File: src/rtl/sf_crc_pkg.sv
package sf_crc_pkg;
  localparam int unsigned CRC_W_DEF = 12;
  localparam logic [CRC_W_DEF-1:0] CRC_POLY_DEF = 12'h80F;  // x^12+x^11+x^3+x^2+x+1
  localparam int unsigned FEBE_DELAY_DEF = 2;                // superframes of return lag
  localparam int unsigned SEEN_W = 2;                        // starts seen, saturating at 2
endpackage

File: src/rtl/sf_crc_accum.sv
module sf_crc_accum #(
  parameter int unsigned W = sf_crc_pkg::CRC_W_DEF,
  parameter logic [W-1:0] POLY = sf_crc_pkg::CRC_POLY_DEF
) (
  input  logic         clk_i,
  input  logic         rst_ni,
  input  logic         en_i,
  input  logic         sf_i,
  input  logic         prot_i,
  input  logic         bit_i,
  output logic [W-1:0] crc_o
);
  logic         fb;
  logic [W-1:0] stepped;

  assign fb      = crc_o[W-1] ^ bit_i;
  assign stepped = {crc_o[W-2:0], 1'b0} ^ (fb ? POLY : '0);

  always_ff @(posedge clk_i or negedge rst_ni) begin
    if (!rst_ni) begin
      crc_o <= '0;
    end else if (en_i) begin
      if (sf_i)        crc_o <= (prot_i && bit_i) ? POLY : '0;
      else if (prot_i) crc_o <= stepped;
    end
  end

  assert_clear_at_start_R2: assert property (@(posedge clk_i) disable iff (!rst_ni)
    (en_i && sf_i && !prot_i) |=> (crc_o == '0));
  assert_unprot_hold_R3: assert property (@(posedge clk_i) disable iff (!rst_ni)
    (en_i && !sf_i && !prot_i) |=> $stable(crc_o));
  assert_idle_hold_R8: assert property (@(posedge clk_i) disable iff (!rst_ni)
    !en_i |=> $stable(crc_o));
endmodule

File: src/rtl/sf_crc_tx.sv
module sf_crc_tx #(
  parameter int unsigned W = sf_crc_pkg::CRC_W_DEF
) (
  input  logic         clk_i,
  input  logic         rst_ni,
  input  logic         en_i,
  input  logic         sf_i,
  input  logic         slot_i,
  input  logic [W-1:0] acc_i,
  output logic         crc_bit_o
);
  localparam int unsigned CW = $clog2(W + 1);
  localparam logic [CW-1:0] LAST = CW'(W - 1);
  localparam logic [CW-1:0] FULL = CW'(W);

  logic [W-1:0]  hold;
  logic [CW-1:0] cnt;
  logic [CW-1:0] idx;

  always_ff @(posedge clk_i or negedge rst_ni) begin
    if (!rst_ni) begin
      hold <= '0;
      cnt  <= '0;
    end else if (en_i) begin
      if (sf_i) begin
        hold <= acc_i;
        cnt  <= '0;
      end else if (slot_i && cnt != FULL) begin
        cnt <= cnt + 1'b1;
      end
    end
  end

  assign idx       = LAST - cnt;
  assign crc_bit_o = (slot_i && cnt < FULL) ? hold[idx] : 1'b0;

  assert_hold_stable_R4: assert property (@(posedge clk_i) disable iff (!rst_ni)
    !(en_i && sf_i) |=> $stable(hold));
  assert_slot_cnt_bound_R4: assert property (@(posedge clk_i) disable iff (!rst_ni)
    cnt <= FULL);
  assert_overrun_zero_R4: assert property (@(posedge clk_i) disable iff (!rst_ni)
    (slot_i && cnt == FULL) |-> !crc_bit_o);
endmodule

File: src/rtl/sf_crc_rx.sv
module sf_crc_rx #(
  parameter int unsigned W = sf_crc_pkg::CRC_W_DEF
) (
  input  logic         clk_i,
  input  logic         rst_ni,
  input  logic         en_i,
  input  logic         sf_i,
  input  logic         slot_i,
  input  logic         bit_i,
  input  logic [W-1:0] acc_i,
  output logic         cmp_now_o,
  output logic         cmp_ok_o,
  output logic         chk_o,
  output logic         err_o
);
  localparam int unsigned SW = sf_crc_pkg::SEEN_W;
  localparam logic [SW-1:0] ARMED = SW'(2);

  logic [W-1:0]  expect_q;
  logic [W-1:0]  cap_q;
  logic [SW-1:0] seen_q;

  assign cmp_now_o = en_i && sf_i && (seen_q == ARMED);
  assign cmp_ok_o  = (cap_q == expect_q);

  always_ff @(posedge clk_i or negedge rst_ni) begin
    if (!rst_ni) begin
      expect_q <= '0;
      cap_q    <= '0;
      seen_q   <= '0;
      chk_o    <= 1'b0;
      err_o    <= 1'b0;
    end else begin
      chk_o <= cmp_now_o;
      err_o <= cmp_now_o && !cmp_ok_o;
      if (en_i) begin
        if (sf_i) begin
          expect_q <= acc_i;
          cap_q    <= '0;
          if (seen_q != ARMED) seen_q <= seen_q + 1'b1;
        end else if (slot_i) begin
          cap_q <= {cap_q[W-2:0], bit_i};
        end
      end
    end
  end

  assert_err_qualified_R6: assert property (@(posedge clk_i) disable iff (!rst_ni)
    err_o |-> chk_o);
  assert_chk_after_start_R5: assert property (@(posedge clk_i) disable iff (!rst_ni)
    chk_o |-> $past(en_i && sf_i));
  assert_expect_stable_R5: assert property (@(posedge clk_i) disable iff (!rst_ni)
    !(en_i && sf_i) |=> $stable(expect_q));
endmodule

File: src/rtl/sf_febe_delay.sv
module sf_febe_delay #(
  parameter int unsigned DEPTH = sf_crc_pkg::FEBE_DELAY_DEF
) (
  input  logic clk_i,
  input  logic rst_ni,
  input  logic adv_i,
  input  logic cmp_now_i,
  input  logic cmp_ok_i,
  output logic febe_o
);
  logic [DEPTH-1:0] stage_q;
  logic             fresh;

  assign fresh = cmp_now_i ? cmp_ok_i : 1'b1;

  always_ff @(posedge clk_i or negedge rst_ni) begin
    if (!rst_ni)    stage_q[0] <= 1'b1;
    else if (adv_i) stage_q[0] <= fresh;
  end

  for (genvar g = 1; g < DEPTH; g++) begin : g_stage
    always_ff @(posedge clk_i or negedge rst_ni) begin
      if (!rst_ni)    stage_q[g] <= 1'b1;
      else if (adv_i) stage_q[g] <= stage_q[g-1];
    end
  end

  assign febe_o = stage_q[DEPTH-1];

  assert_febe_moves_on_start_R7: assert property (@(posedge clk_i) disable iff (!rst_ni)
    !adv_i |=> $stable(febe_o));
  assert_no_cmp_no_error_R7: assert property (@(posedge clk_i) disable iff (!rst_ni)
    (adv_i && !cmp_now_i) |=> stage_q[0]);
endmodule

File: src/rtl/sf_crc12_febe.sv
module sf_crc12_febe #(
  parameter int unsigned W = sf_crc_pkg::CRC_W_DEF,
  parameter logic [W-1:0] POLY = sf_crc_pkg::CRC_POLY_DEF,
  parameter int unsigned FEBE_DELAY = sf_crc_pkg::FEBE_DELAY_DEF
) (
  input  logic clk_i,
  input  logic rst_ni,
  input  logic bit_en_i,
  input  logic sf_start_i,
  input  logic prot_i,
  input  logic crc_slot_i,
  input  logic tx_bit_i,
  input  logic rx_bit_i,
  output logic tx_crc_bit_o,
  output logic tx_febe_o,
  output logic chk_valid_o,
  output logic nebe_o
);
  logic [W-1:0] tx_acc;
  logic [W-1:0] rx_acc;
  logic         cmp_now;
  logic         cmp_ok;
  logic         sf_edge;

  assign sf_edge = bit_en_i && sf_start_i;

  sf_crc_accum #(.W(W), .POLY(POLY)) u_tx_acc (
    .clk_i, .rst_ni, .en_i(bit_en_i), .sf_i(sf_start_i), .prot_i,
    .bit_i(tx_bit_i), .crc_o(tx_acc)
  );

  sf_crc_accum #(.W(W), .POLY(POLY)) u_rx_acc (
    .clk_i, .rst_ni, .en_i(bit_en_i), .sf_i(sf_start_i), .prot_i,
    .bit_i(rx_bit_i), .crc_o(rx_acc)
  );

  sf_crc_tx #(.W(W)) u_tx (
    .clk_i, .rst_ni, .en_i(bit_en_i), .sf_i(sf_start_i), .slot_i(crc_slot_i),
    .acc_i(tx_acc), .crc_bit_o(tx_crc_bit_o)
  );

  sf_crc_rx #(.W(W)) u_rx (
    .clk_i, .rst_ni, .en_i(bit_en_i), .sf_i(sf_start_i), .slot_i(crc_slot_i),
    .bit_i(rx_bit_i), .acc_i(rx_acc), .cmp_now_o(cmp_now), .cmp_ok_o(cmp_ok),
    .chk_o(chk_valid_o), .err_o(nebe_o)
  );

  sf_febe_delay #(.DEPTH(FEBE_DELAY)) u_febe (
    .clk_i, .rst_ni, .adv_i(sf_edge), .cmp_now_i(cmp_now), .cmp_ok_i(cmp_ok),
    .febe_o(tx_febe_o)
  );

  assert_start_not_slot_R4: assert property (@(posedge clk_i) disable iff (!rst_ni)
    sf_edge |-> !crc_slot_i);
  assert_idle_no_check_R8: assert property (@(posedge clk_i) disable iff (!rst_ni)
    !bit_en_i |=> (!chk_valid_o && $stable(tx_febe_o)));
endmodule

File: config.mk
export PLATFORM = sky130hd
export DESIGN_NAME = sf_crc12_febe
export DESIGN_NICKNAME = d
export VERILOG_FILES = /design/src/rtl/sf_crc_pkg.sv /design/src/rtl/sf_crc_accum.sv /design/src/rtl/sf_crc_tx.sv /design/src/rtl/sf_crc_rx.sv /design/src/rtl/sf_febe_delay.sv /design/src/rtl/sf_crc12_febe.sv
export SDC_FILE = /design/constraint.sdc
export NUM_CORES = 1
export LEC_CHECK = 0
export BUFFER_PORTS_ARGS = -buffer_cell sky130_fd_sc_hd__buf_2
export CELL_PAD_IN_SITES_DETAIL_PLACEMENT = 2
export CELL_PAD_IN_SITES_GLOBAL_PLACEMENT = 2
export CORE_MARGIN = 2
export CORE_UTILIZATION = 42
export DETAILED_ROUTE_END_ITERATION = 6
export HOLD_SLACK_MARGIN = 0.02
export MAX_ROUTING_LAYER = met4
export PLACE_DENSITY_LB_ADDON = 0.08
export SETUP_SLACK_MARGIN = 0.2
export SLEW_MARGIN = 20
export SYNTH_ARGS = -nofsm -noshare
export SYNTH_HDL_FRONTEND = slang
export SYNTH_SLANG_ARGS = --single-unit
export TNS_END_PERCENT = 50
File: constraint.sdc
create_clock -name clk_i -period 2.18 [get_ports clk_i]
set_clock_uncertainty 0.1 [all_clocks]
set_input_delay 0.218 -clock clk_i [delete_from_list [all_inputs] [get_ports clk_i]]
set_output_delay 0.218 -clock clk_i [all_outputs]
set_load 0.05 [all_outputs]
---- After elaboration in Yosys (flattened, before gate mapping) ----
Index checks and enable logic that the tools add are counted.
storage, ports and cells
  flip-flop bits (word level) ............. 70
  input bits .............................. 8
  output and inout bits ................... 4
  logic and storage cells ................. 56
operators by class
  $add $sub $neg .......................... 3
  magnitude comparators ................... 2
  equality and inequality tests ........... 4
  multiplexer cells ....................... 16
  bitwise operators ....................... 4
  reduce and logical (&&, ||, !) cells .... 16
operators by type and width
  cell                                                                  count
  12-bit two-way mux                                                    10
  12-bit XOR                                                            2
  12-bit == test                                                        1
  4-bit two-way mux                                                     2
  2-bit AND reduction                                                   4
  1-bit logical AND                                                     7
  2-bit nonzero test                                                    3
  4-bit by 5-bit < comparator with 1-bit output, second input constant  1
  4-bit by 1-bit adder with 4-bit output, second input constant         1
  1-bit binary-select mux with 4-bit select                             1
  4-bit < comparator, second input constant                             1
  4-bit inequality test, second input constant                          1
  4-bit subtractor, first input constant                                1
  1-bit two-way mux                                                     3
  3-bit AND reduction                                                   1
  2-bit by 1-bit adder with 2-bit output, second input constant         1
  2-bit == test, second input constant                                  1
  2-bit inequality test, second input constant                          1
  1-bit XOR                                                             2
  1-bit logical NOT                                                     1

---- Longest topological paths before layout ----
Gate-level depths: netlist (run 1).
  depth in word-level cells ............... 5
  depth in mapped cells ................... 7
  depth with buffers taken out ............ 6

---- Modules after synthesis ----
From an unflattened synthesis (run 1), not the netlist that was laid out.
second synthesis, totals
  cell total of the unflattened synthesis .. 293
  area total of the unflattened synthesis .. 3398.3 sq um
by module, submodules not included
  module         instances  cells an instance  area each (sq um)  sequential area each (sq um)
  sf_crc_rx      1          107                1312.5             700.7
  sf_crc_accum   2          59                 601.8              300.3
  sf_crc_tx      1          61                 794.5              400.4
  sf_febe_delay  1          6                  81.3               52.6
  sf_crc12_febe  1          1                  6.3                0.0

---- Worst setup path before layout (run 1) ----
OpenSTA, ideal clock, no wires.
  path kind ............................... reg2out
  start point ............................. reg u_tx.cnt[2]
  end point ............................... out tx_crc_bit_o
  data arrival time ....................... 1687 ps
  data required time ...................... 1862 ps
  slack ................................... 175 ps
  stages on the path, launching flop included .. 5
  buffers on the path ..................... 0
  cell sequence ........................... dfrtp_1 > ha_1 > and3_1 > o41ai_1 > and3b_1
on the way
  cells in the longest elaborated chain, start to end .. 4
  elaborated cells between the ends (all ways) .. 6
  those cells by class .................... 1 x add/sub; 1 x order compare; 3 x mux; 1 x reduce/logical
ends and longest elaborated chain
  item                                       line                 RTL
  start, declared                            sf_crc_tx.sv:17      logic [CW-1:0] cnt;
  start signal, assigned                     sf_crc_tx.sv:29      cnt <= cnt + 1'b1;
  4-bit subtractor                           sf_crc_tx.sv:34      assign idx = LAST - cnt;
  1-bit binary-select mux with 4-bit select  sf_crc_tx.sv:35      assign crc_bit_o = (slot_i && cnt < FULL) ? hold[idx] : 1'b0;
  1-bit two-way mux (implied by the code)    sf_crc_tx.sv:35
  1-bit two-way mux (*)                      sf_crc_tx.sv:35
  end, declared                              sf_crc12_febe.sv:14  output logic tx_crc_bit_o,
Mark *: on every way between the ends. The rest lies on a longest branch, timed or not. The select of a mux whose other input is x is not followed.

---- Final worst setup path (run 1) ----
Ends and elaborated chain as after synthesis.

==> qor.txt, run 1 <==
Pre-CTS WS: 0.152 ns
Drt first pass iters: 4
Primary FF master, synth: dfrtp_1
Placed wire-length estimate: 5300 µm
Antenna fix cells: 0
Logic gate share of total power: 0.188
Total routed wirelength: 8130 µm
Peak Freq: 443 MHz
Post-synthesis async set-or-reset flop share: 1.00
R2r startpoint: u_tx.cnt[0]
Max-Cap Viols: 0
Worst EP arrival: 1.94 ns
DP Cell Count: 376
Worst EP required: 1.86 ns
Fraction of layout cells with a size suffix above 1: 0.237
Setup crit end kind: primary output
Pins over their slew limit: 0
Most common cell after layout, fill and taps aside: dfrtp_1
CP bufs+invs: 1
CTS buffer count: 9
Number of synthesized flops with an enable pin: 0
DR WL/cell: 20.6 µm
DRC Markers: 0
Clock transition at the registers of the reported paths: 0.07 ns
Vias in the first global route: 2,491
Fin crit period: 2.26 ns
Synth Cell Area: 0.00323 mm²
Final setup fails: 1
Seq/Total Area, Yosys: 0.543
First-pass GRT wire length: 13,500 µm
Worst min path class: primary input to register
Rows: 31
Via count: 2,236
Area of the core: 0.00733 mm²
CTS tree: yes
Int Pwr: 2.35 mW
Antenna Nets Post-Route: 0
Clock share of power: 0.326
Synth Register Bits: 70
Final Hold Vio Count: 0
Fin cells: 394
GP Congestion: 0.771
Hold path startpoint: tx_bit_i
RSZ-0062 raised after global routing: yes
Worst Setup Start Kind: register
Maximum clock path buffer count: 2
Pwr dens: 901 mW/mm²
Post-Syn Instances: 273
DR vias/cell: 5.68
Leakage: 1.65 nW
I/O Pins: 12
Cell area after layout: 0.00368 mm²
IO Port Bufs: 11
Initial DRC count: 87
Filler cell count: 719
Net total in the final layout: 302
Chip height: 91.7 µm
Period utilization: 1.04
Switching share of power: 0.292
Yosys warns: 0
Initial antenna violation count: 0
Worst-margin pin slew: 0.546 ns
Root Driver: clkbuf_8
Worst path cell trace: ha_4 > a2111oi_2 > o41ai_2 > and3b_2 > buf_6
CP top delay family: compound AO/OA/AOI/OAI gates
Crit path from: u_tx.cnt[2]
VDD IR-drop max: 353 µV
Cell Area, Placed: 0.00342 mm²
Clock insertion delay at the later pin of the skew report: 0.34 ns
Number of distinct standard cells referenced by the synthesized netlist: 42
Die area: 0.00841 mm²
Commonest cells after routing, fill and taps aside: dfrtp_1, mux2_2, xnor2_1, inv_1
Total net switching power: 0.969 mW
Area grow syn2layout: 14.0%
Rel. slew slack: 0.636
Design Power: 3.32 mW
CP Max Fanout: 4
Largest net degree at the start of global routing: 71
H-tree depth: 3
Seq pwr share: 0.486
Slowest-stage cell, CP: a2111oi_2
Final worst setup slack: -0.0768 ns
Overflow after GRT: 0
Slowest stage delay, CP: 0.42 ns
Syn Area/Cell: 11.8 µm²
Net count after synthesis: 285
Initial Util: 0.441
DIE WIDTH: 91.7 µm
Global Route Usage Sum: 0.219
CTS Sinks: 70
Run status: finished, violations left
CP Class: register to primary output
Failing checks: setup timing
registers in the layout, indices dropped and copies added (netlist names):
signal,cells
u_tx.cnt,4
u_tx.hold,12
u_rx_acc.crc_o,12
u_rx.chk_o,1
u_rx.seen_q,2
u_rx.expect_q,12
u_febe.febe_o,1
u_febe.stage_q,1
u_rx.err_o,1
u_tx_acc.crc_o,12
u_rx.cap_q,12
logic make-up after synthesis:
logic type | share of synthesized area
mux | 0.0996
buf+inv | 0.0461
xor+xnor | 0.0597
flops | 0.543
compound gates | 0.166
fa+ha+maj | 0.0155
simple gates | 0.0701
cell usage after synthesis (all sizes together), types with 2 or more instances:
cell type,instances,share of area
dfrtp,68,0.53
a22o,14,0.038
nand4b,2,0.0054
nand2b,2,0.0039
o2111ai,2,0.0054
o21ai,6,0.0093
nand4,4,0.0077
xnor2,19,0.052
o22ai,11,0.021
inv,17,0.020
buf,14,0.023
a2bb2oi,11,0.030
nor3,2,0.0031
o221ai,2,0.0054
o21a,3,0.0070
nor2,15,0.017
o22a,6,0.016
and3,3,0.0058
nand3,4,0.0062
dfstp,2,0.016
mux4,2,0.016
mux2,23,0.080
clkbuf,3,0.0035
a21oi,8,0.012
nand2,11,0.013
ha,4,0.015
xor2,3,0.0081
final cells by class:
| class | instances | area, µm² | area share |
|---|---|---|---|
| tap | 99 | 124 | 0.0337 |
| sequential | 70 | 1760 | 0.477 |
| multi-input combinational | 169 | 1360 | 0.368 |
| timing repair buffer | 23 | 179 | 0.0486 |
| clock buffer | 13 | 159 | 0.0432 |
| inverter | 17 | 63.8 | 0.0173 |
| clock inverter | 3 | 42.5 | 0.0116 |
power by group through the flow:
stage	combinational [mW]	clock [mW]	sequential, mW
global placement	0.580	0	1.62
finish	0.623	1.08	1.61
global route	0.690	1.16	1.63
floorplan	0.415	0	1.62
detailed placement	0.607	0	1.64
CTS	0.623	1.11	1.61
tightest hold or removal path: stages:
cell and delay (ns):
buf_2 0.16, o2111ai_1 0.12, o221ai_1 0.07
per-stage QoR:
stage,hold slack (ns),TNS (ns),utilization
after floorplan,-0.178,0,-
after global placement,0.177,0,0.467
after detailed placement,0.177,0,0.467
after CTS,0.146,-0.0455,0.500
after global routing,0.192,-0.126,0.502
final,0.158,-0.0768,0.502
repair_timing:
| action | CTS | global route |
|---|---|---|
| hold buffers | 1 | 0 |
| setup buffers | 1 | 0 |
| endpoints found under the setup margin | 2 | 2 |
| hold endpoints to repair | 68 | 0 |
| resized for setup | 5 | 5 |
worst paths after layout:
| path | slack [ns] | endpoint | cells after the start |
|---|---|---|---|
| setup / recovery | -0.08 | tx_crc_bit_o | 5 |
| hold / removal | 0.16 | u_tx_acc.crc_o[11] | 3 |
| setup reg to reg | 0.32 | u_tx.cnt[3] | 7 |
| hold reg to reg | 0.41 | u_tx.hold[6] | 1 |
| max in group asynchronous | 1.30 | u_febe.febe_o | 3 |
| min in group asynchronous | 0.35 | u_tx.cnt[2] | 3 |
routing by layer:
metal | routed length, µm | share of wire | track usage | vias up
met3 | 232 | 0.029 | 0.0394 | 15
met5 | 0 | 0 | - | -
met4 | 174 | 0.021 | 0.0909 | 0
met2 | 3830 | 0.47 | 0.340 | 31
met1 | 3890 | 0.48 | 0.284 | 1167
li1 | - | - | - | 1023
Power figures use the tool's default switching activity.
==> inputs of run 2 (changes only) <==
--- a/config.mk
+++ b/config.mk
@@ -8,6 +8,7 @@
 export BUFFER_PORTS_ARGS = -buffer_cell sky130_fd_sc_hd__buf_2
 export CELL_PAD_IN_SITES_DETAIL_PLACEMENT = 2
 export CELL_PAD_IN_SITES_GLOBAL_PLACEMENT = 2
+export CORE_ASPECT_RATIO = 0.5
 export CORE_MARGIN = 2
 export CORE_UTILIZATION = 42
 export DETAILED_ROUTE_END_ITERATION = 6
==> run 2 against run 1 <==
Against the previous run:
- highest routed layer unchanged
- count of clock-buffer cells in the layout decreased by 2
- register-to-register slack better by 0.02 ns
- the run still ends with setup timing left
- cell count decreased by 0.25%
- first-iteration DRC count rose by 23%
- largest cell class unchanged
- sequential power is essentially flat
- total power is 14% higher
- wire length is 5.8% higher
- non-clock buffer count grew 2
- critical path depth increased by 1
- global-route usage grew 2.1 points
- critical path type unchanged
==> qor.txt, run 2 (synthesis results as in run 1) <==
Run status: finished, violations left (unchanged)
Failing checks: setup timing (unchanged)
Slowest-stage cell, CP: dfrtp_1 (was a2111oi_2)
Worst-margin pin slew: 0.598 ns (was 0.546 ns)
Worst EP required: 1.86 ns (about the same)
Logic gate share of total power: 0.174 (was 0.188)
Antenna Nets Post-Route: 0 (unchanged)
R2r startpoint: u_tx.cnt[0] (unchanged)
First-pass GRT wire length: 14,400 µm (was 13,500 µm)
Total net switching power: 1.07 mW (was 0.969 mW)
Drt first pass iters: 4 (unchanged)
Vias in the first global route: 2,453 (was 2,491)
CTS tree: yes (unchanged)
Crit path to: tx_crc_bit_o (unchanged)
Area of the core: 0.00738 mm² (was 0.00733 mm²)
Placed wire-length estimate: 5430 µm (was 5300 µm)
Total routed wirelength: 8600 µm (was 8130 µm)
Worst path cell trace: ha_4 > mux4_2 > nor2_4 > o41ai_2 > and3b_2 > buf_8 (was ha_4 > a2111oi_2 > o41ai_2 > and3b_2 > buf_6)
DP Cell Count: 371 (was 376)
Die area: 0.00845 mm² (was 0.00841 mm²)
Overflow after GRT: 0 (unchanged)
Fin cells: 393 (was 394)
Final worst setup slack: -0.0923 ns (was -0.0768 ns)
Clock insertion delay at the later pin of the skew report: 0.33 ns (was 0.34 ns)
Initial Util: 0.438 (was 0.441)
Period utilization: 1.04 (about the same)
Reg2reg end: u_tx.cnt[3] (unchanged)
Most common cell after layout, fill and taps aside: dfrtp_1 (unchanged)
IO Port Bufs: 11 (unchanged)
Pwr dens: 996 mW/mm² (was 901 mW/mm²)
Maximum clock path buffer count: 2 (unchanged)
Worst reg2reg path depth: 7 (unchanged)
Fin crit period: 2.27 ns (was 2.26 ns)
Max-Cap Viols: 0 (unchanged)
VDD IR-drop max: 528 µV (was 353 µV)
CTS Sinks: 70 (unchanged)
DRC Markers: 0 (unchanged)
Slowest stage delay, CP: 0.41 ns (was 0.42 ns)
RSZ-0062 raised after global routing: yes (unchanged)
Clock share of power: 0.398 (was 0.326)
Commonest cells after routing, fill and taps aside: dfrtp_1, mux2_2, xnor2_1, inv_1 (unchanged)
Seq pwr share: 0.428 (was 0.486)
Root Driver: clkbuf_16 (was clkbuf_8)
Switching share of power: 0.283 (was 0.292)
Worst min path class: primary input to register (unchanged)
I/O Pins: 12 (unchanged)
Via count: 2,186 (was 2,236)
Initial antenna violation count: 0 (unchanged)
Largest net degree at the start of global routing: 71 (unchanged)
Global Route Usage Sum: 0.240 (was 0.219)
Worst R2R Setup Slack: 0.34 ns (was 0.32 ns)
CP Class: register to primary output (unchanged)
Final Hold Vio Count: 0 (unchanged)
H-tree depth: 3 (unchanged)
Rel. slew slack: 0.601 (was 0.636)
Setup_tns: -0.0923 ns (was -0.0768 ns)
Pins over their slew limit: 0 (unchanged)
Final setup fails: 1 (unchanged)
Net total in the final layout: 304 (was 302)
Peak Freq: 440 MHz (was 443 MHz)
DIE WIDTH: 128 µm (was 91.7 µm)
CP Max Fanout: 4 (unchanged)
Crit path from: u_tx.cnt[2] (unchanged)
Area grow syn2layout: 17.9% (was 14.0%)
Chip height: 66.0 µm (was 91.7 µm)
Int Pwr: 2.72 mW (was 2.35 mW)
Clock transition at the registers of the reported paths: 0.06 ns (was 0.07 ns)
GP Congestion: 0.762 (was 0.771)
Fraction of layout cells with a size suffix above 1: 0.259 (was 0.237)
Worst EP arrival: 1.95 ns (was 1.94 ns)
Leakage: 1.69 nW (was 1.65 nW)
Initial DRC count: 107 (was 87)
Utilization after layout: 0.516 (was 0.502)
Worst Setup Start Kind: register (unchanged)
CTS buffer count: 9 (unchanged)
Rows: 22 (was 31)
Antenna fix cells: 0 (unchanged)
DR WL/cell: 21.9 µm (was 20.6 µm)
DR vias/cell: 5.56 (was 5.68)
Setup crit end kind: primary output (unchanged)
run 2: cell type report:
cell class | count | area, µm²
well taps | 96 | 120
flip-flops and latches | 70 | 1760
inverters | 17 | 63.8
multi-input cells | 169 | 1370
fillers | 709 | 3570
clock inverters | 5 | 57.6
clock buffers | 11 | 253
repair buffers | 25 | 185
run 2: how the worst min path moves through the flow:
stage,startpoint,end,depth (start not counted)
3_5_place_dp,rst_ni,u_rx.cap_q[7],2
5_1_grt,rx_bit_i,u_rx.cap_q[0],3
6_report,tx_bit_i,u_tx_acc.crc_o[11],3
4_1_cts,tx_bit_i,u_tx_acc.crc_o[11],3
3_3_place_gp,rst_ni,u_rx.cap_q[7],2
2_1_floorplan,rst_ni,u_rx.cap_q[0],0
run 2: routing by layer:
metal / wire length (µm) / GRT usage / vias to the layer above
met3: 199 / 0.0672 / 11
met5: 0 / - / -
met1: 3970 / 0.294 / 1136
met4: 110 / 0.0632 / 0
met2: 4320 / 0.398 / 18
li1: - / - / 1021
run 2: metrics by stage:
step	setup slack (ns)	power [mW]	hold slack, ns	instance area, µm²
floorplan	0.295	2.04	-0.178	3230
global placement	0.139	2.18	0.167	3390
detailed placement	0.0836	2.25	0.174	3390
CTS	-0.0648	3.82	0.173	3780
global route	-0.144	3.98	0.201	3810
finish	-0.0923	3.79	0.173	3810
run 2: power by group through the flow:
stage	clock network, mW	logic, mW	registers, mW
floorplan	0	0.415	1.62
global placement	0	0.561	1.62
detailed placement	0	0.612	1.63
CTS	1.54	0.665	1.62
global route	1.61	0.730	1.64
finish	1.51	0.658	1.62
run 2: critical path: cells and delay by family (launching register included):
family	cells	cell delay, ns
adders and majority gates	1	0.32
AOI/OAI and AO/OA	1	0.07
muxes	1	0.33
and+or+nand+nor	2	0.35
DFF	1	0.41
buffers and inverters	1	0.15
run 2: timing repair:
action | CTS | global route
buffers inserted | 3 | 2
setup endpoints to repair | 2 | 3
hold endpoints to repair | 68 | 0
resized for setup | 13 | 3
pin swaps | 3 | 0
hold buffers | 1 | 0
==> inputs of run 3 (changes only) <==
--- a/config.mk
+++ b/config.mk
@@ -6,11 +6,11 @@
 export NUM_CORES = 1
 export LEC_CHECK = 0
 export BUFFER_PORTS_ARGS = -buffer_cell sky130_fd_sc_hd__buf_2
-export CELL_PAD_IN_SITES_DETAIL_PLACEMENT = 2
-export CELL_PAD_IN_SITES_GLOBAL_PLACEMENT = 2
+export CELL_PAD_IN_SITES_DETAIL_PLACEMENT = 1
+export CELL_PAD_IN_SITES_GLOBAL_PLACEMENT = 1
 export CORE_ASPECT_RATIO = 0.5
 export CORE_MARGIN = 2
-export CORE_UTILIZATION = 42
+export CORE_UTILIZATION = 50
 export DETAILED_ROUTE_END_ITERATION = 6
 export HOLD_SLACK_MARGIN = 0.02
 export MAX_ROUTING_LAYER = met4
==> run 3 against run 2 <==
Against the previous run:
- the flow still finishes with violations (setup timing)
- global-route usage grew 1.1 points
- clock power shrank 15%
- sequential cell count did not move
- first-iteration DRC count down 24%
- sequential power is essentially flat
- combinational power is 5.5% lower
- wire length decreased by 12%
- hold slack got worse by 0.017 ns
- worst setup slack better by 0.054 ns
- critical path depth is 1 lower
- sequential share of layout area rose by 1.0 points
- count of clock-buffer cells in the layout fell by 1
==> qor.txt, run 3 (synthesis results as in run 1) <==
Worst EP required: 1.86 ns (about the same)
GP Congestion: 0.778 (was 0.762)
Antenna fix cells: 0 (unchanged)
Setup_tns: -0.0384 ns (was -0.0923 ns)
Antenna Nets Post-Route: 0 (unchanged)
Logic gate share of total power: 0.177 (was 0.174)
Area of the core: 0.00616 mm² (was 0.00738 mm²)
Worst min path class: primary input to register (unchanged)
Drt first pass iters: 4 (unchanged)
Fraction of layout cells with a size suffix above 1: 0.250 (was 0.259)
Peak Freq: 451 MHz (was 440 MHz)
Chip height: 60.8 µm (was 66.0 µm)
Total routed wirelength: 7600 µm (was 8600 µm)
First-pass GRT wire length: 12,900 µm (was 14,400 µm)
Final Hold Vio Count: 0 (unchanged)
Worst path cell trace: ha_4 > and3_1 > o41ai_2 > and3b_2 > buf_6 (was ha_4 > mux4_2 > nor2_4 > o41ai_2 > and3b_2 > buf_8)
Int Pwr: 2.52 mW (was 2.72 mW)
Seq pwr share: 0.458 (was 0.428)
R2r startpoint: u_tx.cnt[1] (was u_tx.cnt[0])
Vias in the first global route: 2,403 (was 2,453)
Clock insertion delay at the later pin of the skew report: 0.34 ns (was 0.33 ns)
DR WL/cell: 19.8 µm (was 21.9 µm)
Initial DRC count: 81 (was 107)
Rel. slew slack: 0.619 (was 0.601)
Slowest-stage cell, CP: dfrtp_1 (unchanged)
Global Route Usage Sum: 0.250 (was 0.240)
Die area: 0.00716 mm² (was 0.00845 mm²)
I/O Pins: 12 (unchanged)
Initial Util: 0.525 (was 0.438)
Max-Cap Viols: 0 (unchanged)
Worst-margin pin slew: 0.571 ns (was 0.598 ns)
Overflow after GRT: 0 (unchanged)
Commonest cells after routing, fill and taps aside: dfrtp_1, mux2_2, xnor2_1, inv_1 (unchanged)
Via count: 2,201 (was 2,186)
DR vias/cell: 5.73 (was 5.56)
Placed wire-length estimate: 5030 µm (was 5430 µm)
Largest net degree at the start of global routing: 28 (was 71)
Crit path from: u_tx.cnt[2] (unchanged)
RSZ-0062 raised after global routing: yes (unchanged)
Worst EP arrival: 1.90 ns (was 1.95 ns)
Failing checks: setup timing (unchanged)
IO Port Bufs: 11 (unchanged)
Run status: finished, violations left (unchanged)
Maximum clock path buffer count: 2 (unchanged)
Final worst setup slack: -0.0384 ns (was -0.0923 ns)
Slowest stage delay, CP: 0.41 ns (about the same)
Clock transition at the registers of the reported paths: 0.05 ns (was 0.06 ns)
Hold path startpoint: rx_bit_i (was tx_bit_i)
Root Driver: clkbuf_16 (unchanged)
DIE WIDTH: 118 µm (was 128 µm)
Setup crit end kind: primary output (unchanged)
Worst Setup Start Kind: register (unchanged)
Switching share of power: 0.285 (was 0.283)
Final hold slack: 0.156 ns (was 0.173 ns)
Total net switching power: 1.00 mW (was 1.07 mW)
Final setup fails: 1 (unchanged)
H-tree depth: 3 (unchanged)
Filler cell count: 635 (was 709)
Initial antenna violation count: 0 (unchanged)
Clock share of power: 0.365 (was 0.398)
VDD IR-drop max: 639 µV (was 528 µV)
Period utilization: 1.02 (was 1.04)
DRC Markers: 0 (unchanged)
Area grow syn2layout: 15.2% (was 17.9%)
CP Max Fanout: 4 (unchanged)
Rows: 20 (was 22)
CP Class: register to primary output (unchanged)
Pins over their slew limit: 0 (unchanged)
Pwr dens: 946 mW/mm² (was 996 mW/mm²)
Leakage: 1.67 nW (was 1.69 nW)
CTS Sinks: 70 (unchanged)
Net total in the final layout: 304 (unchanged)
CTS tree: yes (unchanged)
Most common cell after layout, fill and taps aside: dfrtp_1 (unchanged)
CTS buffer count: 9 (unchanged)
Fin crit period: 2.22 ns (was 2.27 ns)
run 3: power groups by stage:
stage,Clock (mW),Sequential (mW),Combinational (mW)
floorplan,0,1.62,0.415
global placement,0,1.62,0.562
detailed placement,0,1.63,0.589
CTS,1.31,1.61,0.627
global route,1.38,1.63,0.690
finish,1.28,1.61,0.622
run 3: stage by stage:
stage,total power [mW],util,setup slack [ns],cell area [µm²],instances
final,3.52,0.604,-0.0384,3720,384
after global routing,3.70,0.604,-0.119,3720,384
after CTS,3.55,0.604,-0.0299,3720,384
after detailed placement,2.22,0.552,0.0918,3400,365
after global placement,2.18,0.552,0.160,3400,365
after floorplan,2.04,-,0.295,3230,273
run 3: cell type report:
class | instances | area [µm²] | area share
timing repair buffer | 25 | 181 | 0.0488
multi-input combinational | 169 | 1350 | 0.364
inverter | 17 | 63.8 | 0.0172
tap | 88 | 110 | 0.0296
clock inverter | 5 | 27.5 | 0.00740
clock buffer | 10 | 229 | 0.0616
sequential | 70 | 1760 | 0.472
run 3: path summary, 6_finish.rpt:
kind                                      endpoint  slack [ns]  cells after the start
worst min-delay path            u_rx_acc.crc_o[11]        0.16                      3
max in group asynchronous            u_rx.cap_q[0]        1.15                      3
worst max-delay path                  tx_crc_bit_o       -0.04                      5
worst max register to register         u_tx.cnt[3]        0.33                      6
min in group asynchronous           u_rx.seen_q[0]        0.27                      2
worst min register to register        u_tx.hold[9]        0.40                      1
run 3: timing repair:
item / in CTS / in global routing
hold buffers: 1 / 0
gates cloned: 0 / 0
setup buffers: 3 / 0
setup endpoints to repair: 2 / 2
endpoints found under the hold margin: 14 / 0
resized for setup: 11 / 1
run 3: worst max-delay path, delay by kind of cell (launching register included):
kind	cells	cell delay, ns
flops	1	0.41
simple gates	2	0.40
compound gates	1	0.32
fa+ha+maj	1	0.27
buf+inv	1	0.15
run 3: metal layers:
metal | up-vias | global-route usage | part of all wire
met3 | 10 | 0.0742 | 0.026
met4 | 0 | 0.0671 | 0.014
met2 | 18 | 0.414 | 0.48
li1 | 1023 | - | -
met5 | - | - | 0
met1 | 1150 | 0.308 | 0.48
